File: config.mk
export PLATFORM = sky130hd
export DESIGN_NAME = mux_dram_ctrl
export DESIGN_NICKNAME = d
export VERILOG_FILES = /design/src/rtl/mdram_pkg.sv /design/src/rtl/dram_cell_array.sv /design/src/rtl/dram_row_buffer.sv /design/src/rtl/dram_refresh_timer.sv /design/src/rtl/mux_dram_ctrl.sv
export SDC_FILE = /design/constraint.sdc
export NUM_CORES = 1
export LEC_CHECK = 0
export ABC_CLOCK_PERIOD_IN_PS = 3500
export BUFFER_PORTS_ARGS = -buffer_cell sky130_fd_sc_hd__buf_2
export CAP_MARGIN = 20
export CORE_ASPECT_RATIO = 1.1
export CORE_MARGIN = 3
export CORE_UTILIZATION = 50
export DETAILED_ROUTE_END_ITERATION = 16
export PLACE_DENSITY_LB_ADDON = 0.12
export SETUP_SLACK_MARGIN = 0.05
export SLEW_MARGIN = 5
export SYNTH_ARGS = -nofsm -noshare
export SYNTH_HDL_FRONTEND = slang
export SYNTH_SLANG_ARGS = --single-unit
File: constraint.sdc
create_clock -name clk -period 3.5 [get_ports clk]
set_clock_uncertainty 0.05 [all_clocks]
set_input_delay 0 -clock clk [delete_from_list [all_inputs] [get_ports clk]]
set_output_delay 0 -clock clk [all_outputs]
set_load 0.03 [all_outputs]
File: src/rtl/mdram_pkg.sv
// Shared types for the multiplexed-address DRAM array controller.
package mdram_pkg;
    // Controller phases: closed, row open, refresh read, refresh write-back.
    typedef enum logic [1:0] {
        ST_IDLE  = 2'd0,
        ST_OPEN  = 2'd1,
        ST_RF_RD = 2'd2,
        ST_RF_WR = 2'd3
    } ctrl_state_e;
endpackage

File: src/rtl/dram_cell_array.sv
// Storage array: ROWS rows of ROW_W bits each.
// The read port is combinational. The write port is one synchronous
// port that writes a whole row. Assumes a single writer per cycle.
module dram_cell_array #(
    parameter int ROWS  = 4,
    parameter int ROW_W = 32,
    localparam int AW   = $clog2(ROWS)
) (
    input  logic             clk,
    input  logic             rst_n,
    input  logic [AW-1:0]    rd_row,
    output logic [ROW_W-1:0] rd_data,
    input  logic             wr_en,
    input  logic [AW-1:0]    wr_row,
    input  logic [ROW_W-1:0] wr_data
);
    logic [ROW_W-1:0] cells_q [ROWS];

    // Row storage: cleared on reset, one row written per enabled cycle.
    always_ff @(posedge clk) begin
        if (!rst_n) begin
            for (int r = 0; r < ROWS; r++) cells_q[r] <= '0;
        end else if (wr_en) begin
            cells_q[wr_row] <= wr_data;
        end
    end

    // Asynchronous row read.
    assign rd_data = cells_q[rd_row];
endmodule

File: src/rtl/dram_row_buffer.sv
// Row buffer: COLS supercells of W bits each.
// It is loaded as one whole row, updated one column at a time, and
// presents both the selected column and the whole row.
// Assumes a load and a column write never occur in the same cycle.
module dram_row_buffer #(
    parameter int COLS = 4,
    parameter int W    = 8,
    localparam int AW  = $clog2(COLS)
) (
    input  logic              clk,
    input  logic              rst_n,
    input  logic              load_en,
    input  logic [COLS*W-1:0] load_data,
    input  logic              col_we,
    input  logic [AW-1:0]     col_sel,
    input  logic [W-1:0]      col_wdata,
    output logic [W-1:0]      col_rdata,
    output logic [COLS*W-1:0] row_data
);
    logic [W-1:0] slot_q [COLS];

    for (genvar c = 0; c < COLS; c++) begin : g_slot
        // One supercell slot: a row load takes priority over a column write.
        always_ff @(posedge clk) begin
            if (!rst_n)
                slot_q[c] <= '0;
            else if (load_en)
                slot_q[c] <= load_data[c*W +: W];
            else if (col_we && col_sel == AW'(c))
                slot_q[c] <= col_wdata;
        end
        assign row_data[c*W +: W] = slot_q[c];
    end

    // Column select for reads.
    assign col_rdata = slot_q[col_sel];

    // a buffer write never collides with a row load.
    a_r4_load_write_exclusive: assert property (@(posedge clk) disable iff (!rst_n)
        !(load_en && col_we));
endmodule

File: src/rtl/dram_refresh_timer.sv
// Refresh timer and row pointer.
// It raises a pending flag every INTERVAL cycles; start_i clears the
// flag, and a new expiry in the same cycle wins. done_i advances the
// row pointer, wrapping after ROWS-1. Assumes INTERVAL >= 2.
module dram_refresh_timer #(
    parameter int INTERVAL = 5000,
    parameter int ROWS     = 4,
    localparam int TW      = $clog2(INTERVAL),
    localparam int AW      = $clog2(ROWS)
) (
    input  logic          clk,
    input  logic          rst_n,
    input  logic          start_i,
    input  logic          done_i,
    output logic          pend_o,
    output logic [AW-1:0] row_o
);
    logic [TW-1:0] tick_q;
    logic          expire;

    assign expire = (tick_q == TW'(INTERVAL - 1));

    // Free-running interval counter.
    always_ff @(posedge clk) begin
        if (!rst_n)      tick_q <= '0;
        else if (expire) tick_q <= '0;
        else             tick_q <= tick_q + 1'b1;
    end

    // Pending flag: set on expiry, cleared when a refresh begins.
    always_ff @(posedge clk) begin
        if (!rst_n)       pend_o <= 1'b0;
        else if (expire)  pend_o <= 1'b1;
        else if (start_i) pend_o <= 1'b0;
    end

    // Row pointer: steps through the rows in order.
    always_ff @(posedge clk) begin
        if (!rst_n)      row_o <= '0;
        else if (done_i) row_o <= (row_o == AW'(ROWS - 1)) ? '0 : row_o + 1'b1;
    end

    // the row pointer only ever moves to the next row.
    a_r9_row_steps_by_one: assert property (@(posedge clk) disable iff (!rst_n)
        (row_o != $past(row_o)) |->
            (row_o == (($past(row_o) == AW'(ROWS - 1)) ? '0 : $past(row_o) + 1'b1)));
endmodule

File: src/rtl/mux_dram_ctrl.sv
// DRAM-style array controller with a multiplexed row/column address.
// A row strobe loads a whole row into the buffer. Column strobes read or
// write the buffer. A close writes the buffer back. A refresh runs only
// while no row is open: one row is read and rewritten over two cycles.
// Assumes SIDE is a power of two and the host waits for ready_o before
// issuing a row strobe.
module mux_dram_ctrl
    import mdram_pkg::*;
#(
    parameter int SIDE             = 4,
    parameter int DATA_W           = 8,
    parameter int REFRESH_INTERVAL = 5000,
    localparam int AW              = $clog2(SIDE),
    localparam int ROW_W           = SIDE * DATA_W
) (
    input  logic              clk,
    input  logic              rst_n,
    input  logic              ras_i,
    input  logic              cas_i,
    input  logic              we_i,
    input  logic              pre_i,
    input  logic [AW-1:0]     addr_i,
    input  logic [DATA_W-1:0] wdata_i,
    output logic [DATA_W-1:0] rdata_o,
    output logic              rvalid_o,
    output logic              err_o,
    output logic              ready_o,
    output logic [AW-1:0]     rfsh_row_o
);
    ctrl_state_e       state_q;
    logic [AW-1:0]     open_row_q;
    logic [ROW_W-1:0]  rf_tmp_q;
    logic              rf_pend;
    logic [ROW_W-1:0]  arr_rd_data;
    logic [ROW_W-1:0]  buf_row;
    logic [DATA_W-1:0] buf_col;
    logic              row_load, col_write, col_read, closing;
    logic              arr_we;
    logic [AW-1:0]     arr_rd_row, arr_wr_row;
    logic [ROW_W-1:0]  arr_wr_data;

    // Command decode against the current phase.
    assign row_load  = (state_q == ST_IDLE) && !rf_pend && ras_i;
    assign closing   = (state_q == ST_OPEN) && pre_i;
    assign col_write = (state_q == ST_OPEN) && !pre_i && cas_i && we_i;
    assign col_read  = (state_q == ST_OPEN) && !pre_i && cas_i && !we_i;
    assign ready_o   = (state_q == ST_OPEN) || ((state_q == ST_IDLE) && !rf_pend);

    // Array port steering: the refresh owns the ports during its two cycles.
    assign arr_rd_row  = (state_q == ST_RF_RD) ? rfsh_row_o : addr_i;
    assign arr_we      = closing || (state_q == ST_RF_WR);
    assign arr_wr_row  = (state_q == ST_RF_WR) ? rfsh_row_o : open_row_q;
    assign arr_wr_data = (state_q == ST_RF_WR) ? rf_tmp_q : buf_row;

    dram_cell_array #(.ROWS(SIDE), .ROW_W(ROW_W)) u_array (
        .clk     (clk),
        .rst_n   (rst_n),
        .rd_row  (arr_rd_row),
        .rd_data (arr_rd_data),
        .wr_en   (arr_we),
        .wr_row  (arr_wr_row),
        .wr_data (arr_wr_data)
    );

    dram_row_buffer #(.COLS(SIDE), .W(DATA_W)) u_rowbuf (
        .clk       (clk),
        .rst_n     (rst_n),
        .load_en   (row_load),
        .load_data (arr_rd_data),
        .col_we    (col_write),
        .col_sel   (addr_i),
        .col_wdata (wdata_i),
        .col_rdata (buf_col),
        .row_data  (buf_row)
    );

    dram_refresh_timer #(.INTERVAL(REFRESH_INTERVAL), .ROWS(SIDE)) u_refresh (
        .clk     (clk),
        .rst_n   (rst_n),
        .start_i ((state_q == ST_IDLE) && rf_pend),
        .done_i  (state_q == ST_RF_WR),
        .pend_o  (rf_pend),
        .row_o   (rfsh_row_o)
    );

    // Phase sequencer: a due refresh wins over a row strobe when closed.
    always_ff @(posedge clk) begin
        if (!rst_n) begin
            state_q <= ST_IDLE;
        end else begin
            unique case (state_q)
                ST_IDLE:  if (rf_pend)    state_q <= ST_RF_RD;
                          else if (ras_i) state_q <= ST_OPEN;
                ST_OPEN:  if (pre_i)      state_q <= ST_IDLE;
                ST_RF_RD: state_q <= ST_RF_WR;
                ST_RF_WR: state_q <= ST_IDLE;
                default:  state_q <= ST_IDLE;
            endcase
        end
    end

    // Open-row register and refresh holding register.
    always_ff @(posedge clk) begin
        if (!rst_n) begin
            open_row_q <= '0;
            rf_tmp_q   <= '0;
        end else begin
            if (row_load)              open_row_q <= addr_i;
            if (state_q == ST_RF_RD)   rf_tmp_q   <= arr_rd_data;
        end
    end

    // Read data, valid and error flags.
    always_ff @(posedge clk) begin
        if (!rst_n) begin
            rdata_o  <= '0;
            rvalid_o <= 1'b0;
            err_o    <= 1'b0;
        end else begin
            rvalid_o <= col_read;
            err_o    <= cas_i && (state_q != ST_OPEN);
            if (col_read) rdata_o <= buf_col;
        end
    end

    // a column strobe with no open row is flagged on the next cycle.
    a_r6_orphan_cas_flags: assert property (@(posedge clk) disable iff (!rst_n)
        (cas_i && state_q != ST_OPEN) |=> err_o);

    // valid data only follows a read strobe into an open row.
    a_r3_rvalid_after_read: assert property (@(posedge clk) disable iff (!rst_n)
        rvalid_o |-> ($past(state_q) == ST_OPEN && $past(cas_i) && !$past(we_i)));

    // a refresh starts only from the closed phase.
    a_r8_refresh_from_closed: assert property (@(posedge clk) disable iff (!rst_n)
        $rose(state_q == ST_RF_RD) |-> ($past(state_q) == ST_IDLE));

    // no data or error follows a strobe that collided with a close.
    a_r10_close_wins: assert property (@(posedge clk) disable iff (!rst_n)
        (state_q == ST_OPEN && pre_i && cas_i) |=> (!rvalid_o && !err_o));
endmodule

==> results of run 1 <==
-- path summary, 6_finish.rpt --
path / endpoint / cells after the start
setup / recovery: u_rowbuf.slot_q[0][3] / 3
hold / removal: u_array.cells_q[3][14] / 4
setup reg to reg: u_rowbuf.slot_q[0][3] / 3
hold reg to reg: u_refresh.tick_q[0] / 1
-- sequential cells by signal, indices dropped and copies added (netlist names), 2 cells and up --
signal / flops
u_array.cells_q: 128
rf_tmp_q: 32
u_rowbuf.slot_q: 32
u_refresh.tick_q: 13
rdata_o: 8
open_row_q: 2
state_q: 2
u_refresh.row_o: 2
-- report_power, final --
part | total [mW] | internal [mW] | switching, mW
Combinational | 0.370 | 0.119 | 0.251
Clock | 2.43 | 1.44 | 0.990
Sequential | 2.98 | 2.93 | 0.0528
-- cells in the final DEF, fill, tap and decap left out, types with 2 or more instances in the layout --
master and count:
buf_12 3, clkbuf_8 3, clkbuf_1 5, a21oi_1 9, nor2b_1 3, mux4_2 9
nor4_1 3, and3_1 3, edfxtp_1 160, dfxtp_1 62, clkinv_1 4, a22o_1 10
nor4b_1 2, nand2_1 54, dlygate4sd3_1 15, o21ai_0 11, clkbuf_16 25, buf_2 28
ha_1 2, a32oi_1 2, nor2_1 155, mux2i_1 106, nor4_4 4, inv_1 8
xor2_1 2, nand3_1 32, or3b_1 2, nand2b_1 10, xnor2_1 9, nand4_1 3
o221ai_1 52, nor3_1 5, clkinv_2 6, buf_4 17, a22oi_1 8
-- stage by stage --
step	hold WS (ps)	worst slack, ps	instance area [um2]	total power [mW]
2_1_floorplan	83.4	518	9840	3.24
3_3_place_gp	213	541	10200	3.38
3_5_place_dp	214	488	10200	3.39
4_1_cts	118	483	11100	5.82
5_1_grt	172	402	11100	5.96
6_report	144	462	11100	5.78
-- metal layers --
| metal | up-vias | track usage (%) | wire (um) | share of wire, % |
|---|---|---|---|---|
| met5 | - | 0 | 0 | 0 |
| li1 | 3040 | - | - | - |
| met1 | 3372 | 32.4 | 10700 | 41 |
| met4 | 0 | 7.89 | 690 | 2.7 |
| met2 | 308 | 39.7 | 12500 | 48 |
| met3 | 54 | 3.75 | 1990 | 7.7 |
-- final cells by class --
cell class,instances,share of cell area [%]
multi-input cells,512,31.5
clock buffers,33,6.16
inverters,8,0.270
well taps,247,2.78
repair buffers,63,4.29
clock inverters,11,0.675
flip-flops and latches,222,54.3
-- cell families (layout without fill, tap and decap cells) --
group | count (synthesis) | after routing | share of synthesized area, %
AOI/OAI and AO/OA | 98 | 98 | 7.85
xor gates and xnor gates | 11 | 11 | 0.980
adders and majority gates | 2 | 2 | 0.254
buffers and inverters | 65 | 115 | 3.27
DFF | 222 | 222 | 61.5
muxes | 116 | 116 | 12.9
and+or+nand+nor | 285 | 285 | 13.2
-- timing repair --
action / in CTS / in global routing
endpoints found under the hold margin: 46 / 0
hold buffers: 15 / 0
buffers inserted: 0 / 0
-- critical path, cell delays in order, from the launching register on --
cell      delay (ps)
dfxtp_1          590
or3b_1           610
nor4_4           710
nand2b_1         700
==> run summary, run 1 <==
Status = finished clean
CTS sink cnt = 222
Slew Limit Fails = 0
GR Overflow Total = 0
Fin util = 57.9%
Sequential Area = 6050 um2
Max transition margin = 29.1%
Crit path DAT = 3130 ps
Final period util = 86.8%
Drt pass-1 iters = 5
LEAKAGE = 4.24 nW
Port bufs = 28
Area delta synth->final = 13.2%
Die H = 153 um
Flop and latch count out of synthesis = 222
PwrDens = 519 nW/um2
Initial drt markers = 613
Chip Width = 140 um
Final setup viols = 0
Max Cap Viol = 0
DR vias/cell = 6.18
Initial antenna violation count = 0
Startpoint Class = flop
Crit path capture type = flop
Share of the synthesized area in the top cell type = 48.8%
Worst skew pair latency = 520 ps
Critical Path Start = state_q[0]
Routed Antenna Nets = 0
Netlist cell types = 44
Biggest area consumer among synthesized cells = edfxtp_1
Min Tclk post-route = 3040 ps
Top post-synthesis cells by count = edfxtp_1 (160), nor2_1 (156), mux2i_1 (107)
Die footprint = 21400 um2
Max Root-Sink Buffers = 3
Layout cell share with drive strength beyond 1 = 12.0%
Tightest Pin Transition = 1060 ps
Final cell count without fillers = 1096
Clk pin slew, worst setup/hold paths = 60 ps
Yosys Warn Count = 0
Total CTS buffers = 24
CP Class = reg -> reg
Fillers = 1576
Largest fanout on the critical path = 12
Hold Vio Cnt, Final = 0
Dominant synthesized flop cell = edfxtp_1
Hold WC Path Type = in -> reg
Async SR Flop Fraction = 0%
Sequential share of the synthesized area = 61.5%
Vias in the first global route = 6959
Fin nets = 849
Synth Net Count = 817
Antenna cells = 0
First-pass GRT wire length = 40.0 mm
Detailed-placement wirelength estimate = 15.6 mm
Worst min-delay path startpoint = pre_i
Io pins = 29
Site Rows = 53
Multi-input gate area = 3510 um2
Inst Count DP = 1037
H-tree Lvls = 1
Post-Syn Area per Cell = 12.3 um2
Unrepaired setup endpoints after global routing = no
Starting Density = 51.1%
Post-synth EDFFs = 160
GP Congestion = 0.807
Cell Area, Synth = 9840 um2
Clock root cell = clkbuf_16
Worst R2R Start = state_q[0]
Post-cts sizing count = 0
DR vias = 6774
Setup_tns = 0 ps
Largest net degree at the start of global routing = 49
DRC = 0
Core Box Area = 19200 um2
WL final = 25.9 mm
Achievable Freq = 329 MHz
Synthesized instance count = 799
Wire per inst = 23.6 um
CTS tree = yes
Most common cell in the netlist = edfxtp_1
Max VDD drop = 0.475 mV
Largest cells by area after synthesis = edfxtp_1 (49%), dfxtp_1 (13%), mux2i_1 (11%)
FF-to-FF setup slack = 460 ps
GR Util All Layers = 23.9%
Critical path data required time = 3590 ps
Note: power is estimated with default switching activity, not from simulation.
==> inputs of run 2 (changes only) <==
--- a/config.mk
+++ b/config.mk
@@ -10,10 +10,11 @@
 export CAP_MARGIN = 20
 export CORE_ASPECT_RATIO = 1.1
 export CORE_MARGIN = 3
-export CORE_UTILIZATION = 50
+export CORE_UTILIZATION = 60
 export DETAILED_ROUTE_END_ITERATION = 16
+export GPL_ROUTABILITY_DRIVEN = 0
 export PLACE_DENSITY_LB_ADDON = 0.12
-export SETUP_SLACK_MARGIN = 0.05
+export SETUP_SLACK_MARGIN = 0.3
 export SLEW_MARGIN = 5
 export SYNTH_ARGS = -nofsm -noshare
 export SYNTH_HDL_FRONTEND = slang
==> run summary, run 2 (synthesis results as in run 1) <==
Status = finished clean
Inst Count DP = 995 (-4.1%)
Initial drt markers = 742 (+21%)
Fin nets = 851 (+0.24%)
Critical path data required time = 3580 ps (about the same)
First-pass GRT wire length = 40.2 mm (+0.59%)
H-tree Lvls = 1 (unchanged)
Clock root cell = clkbuf_16
Commonest non-fill, non-tap cell in the layout = edfxtp_1
Io pins = 29 (unchanged)
DR vias/cell = 6.73 (+8.9%)
Max transition margin = 26.3% (-2.7 points)
Top flop regs = u_array.cells_q: 128 flops, rf_tmp_q: 32 flops, u_rowbuf.slot_q: 32 flops
Post-cts sizing count = 0 (unchanged)
Max VDD drop = 0.386 mV (-19%)
Wire per inst = 25.0 um (+5.7%)
LEAKAGE = 4.18 nW (-1.3%)
Fillers = 1152 (-27%)
Hold Vio Cnt, Final = 0 (unchanged)
CP Class = reg -> reg
Sw Ratio = 22.5% (+0.13 points)
Total CTS buffers = 23 (-4.2%)
Starting Density = 62.0% (+11 points)
Startpoint Class = flop
Commonest non-fill, non-tap cells in the layout = edfxtp_1 (160), nor2_1 (155), mux2i_1 (106), dfxtp_1 (62), nand2_1 (54)
WL final = 26.2 mm (+1.2%)
Layout cell share with drive strength beyond 1 = 11.8% (-0.24 points)
Port bufs = 28 (unchanged)
Site Rows = 48 (-9.4%)
Crit path DAT = 2970 ps (-160 ps)
PwrDens = 505 nW/um2 (-2.7%)
Initial antenna violation count = 0 (unchanged)
Critical Path Start = state_q[0]
Post-CTS setup buffers = 0 (unchanged)
Routed Antenna Nets = 0 (unchanged)
Max reg flops = 128 (unchanged)
Chip Width = 128 um (-8.3%)
Net Sw Power = 1.25 mW (-3.7%)
Slew Limit Fails = 0 (unchanged)
Internal Power = 4.28 mW (-4.4%)
Hold Slack = 17.0 ps (-127 ps)
Detailed-placement wirelength estimate = 15.6 mm (about the same)
Final period util = 82.7% (-4.1 points)
Crit path capture type = flop
Tightest Pin Transition = 1100 ps (+40.8 ps)
Clock share of power = 39.5% (-2.5 points)
Core Box Area = 15900 um2 (-18%)
CTS sink cnt = 222 (unchanged)
Die footprint = 18000 um2 (-16%)
Worst skew pair latency = 500 ps (-20 ps)
Unrepaired setup endpoints after global routing = no
Largest fanout on the critical path = 12 (unchanged)
Setup_tns = 0 ps (unchanged)
Hold WC Path Type = in -> reg
Clk pin slew, worst setup/hold paths = 60 ps (about the same)
Combinational share of power = 6.6% (+0.2 points)
DR vias = 7061 (+4.2%)
Die H = 140 um (-8.4%)
Min Tclk post-route = 2890 ps (-143 ps)
Area delta synth->final = 11.4%
Most flop-heavy register = u_array.cells_q
Vias in the first global route = 7076 (+1.7%)
Sequential Area = 6050 um2 (unchanged)
GR Util All Layers = 29.2% (+5.3 points)
Final setup viols = 0 (unchanged)
Final cell count without fillers = 1049 (-4.3%)
Max Root-Sink Buffers = 3 (unchanged)
Drt pass-1 iters = 6 (+1)
Achievable Freq = 346 MHz (+5.0%)
DRC = 0 (unchanged)
Worst R2R Start = state_q[0]
GR Overflow Total = 0 (unchanged)
Multi-input gate area = 3500 um2 (-0.25%)
Max Cap Viol = 0 (unchanged)
Antenna cells = 0 (unchanged)
Register share of total power = 53.9% (+2.3 points)
Worst min-delay path startpoint = we_i
Largest net degree at the start of global routing = 46 (-6.1%)
CTS tree = yes
run 2: cell types whose count changed in the layout (fill, tap and decap cells not counted), sizes merged:
cell / previous run / this run
buf: 48 / 53
bufinv: 1 / 0
dlygate4sd3: 15 / 13
clkinv: 10 / 4
clkinvlp: 0 / 1
clkbuf: 33 / 36
run 2: final cells by class:
| class | count | area share, % |
|---|---|---|
| clock buffers | 36 | 5.79 |
| clock inverters | 5 | 0.240 |
| inverters | 8 | 0.274 |
| multi-input cells | 512 | 31.9 |
| flip-flops and latches | 222 | 55.2 |
| well taps | 200 | 2.28 |
| repair buffers | 66 | 4.29 |
run 2: final timing paths:
path	depth (start not counted)	slack, ps	endpoint
worst max register to register	3	610	u_rowbuf.slot_q[0][0]
worst min register to register	1	400	u_refresh.tick_q[0]
worst min-delay path	4	20	rvalid_o
worst max-delay path	3	610	u_rowbuf.slot_q[0][0]
run 2: worst max-delay path, cell delays in order (launching register included):
cell and delay (ps):
dfxtp_1 570, or3b_1 600, nor4_4 670, nand2b_1 620
run 2: timing repair:
| action | 4_1_cts | 5_1_grt |
|---|---|---|
| endpoints found under the setup margin | 0 | 0 |
| hold buffers | 13 | 0 |
| hold endpoints to repair | 46 | 0 |
run 2: stage by stage:
step                      area, um2  setup slack (ps)  power [mW]  util, %
after floorplan                9840               518        3.24        -
after global placement        10200               767        3.37     64.1
after detailed placement      10200               668        3.39     64.1
after CTS                     11000               641        5.55     69.1
after global routing          11000               531        5.68     69.1
final                         11000               606        5.53     69.1
run 2: power groups by stage:
| stage | Sequential [mW] | Clock [mW] | Combinational [mW] |
|---|---|---|---|
| 2_1_floorplan | 3.01 | 0 | 0.230 |
| 3_3_place_gp | 3.03 | 0 | 0.340 |
| 3_5_place_dp | 3.04 | 0 | 0.352 |
| 4_1_cts | 2.98 | 2.21 | 0.364 |
| 5_1_grt | 2.99 | 2.30 | 0.389 |
| 6_report | 2.98 | 2.18 | 0.366 |
run 2: layer usage:
metal,global-route usage [%],up-vias,wire (um)
met2,49.3,410,13000
met4,11.6,0,971
li1,-,3056,-
met5,0,-,0
met1,38.0,3509,10100
met3,4.46,86,2140
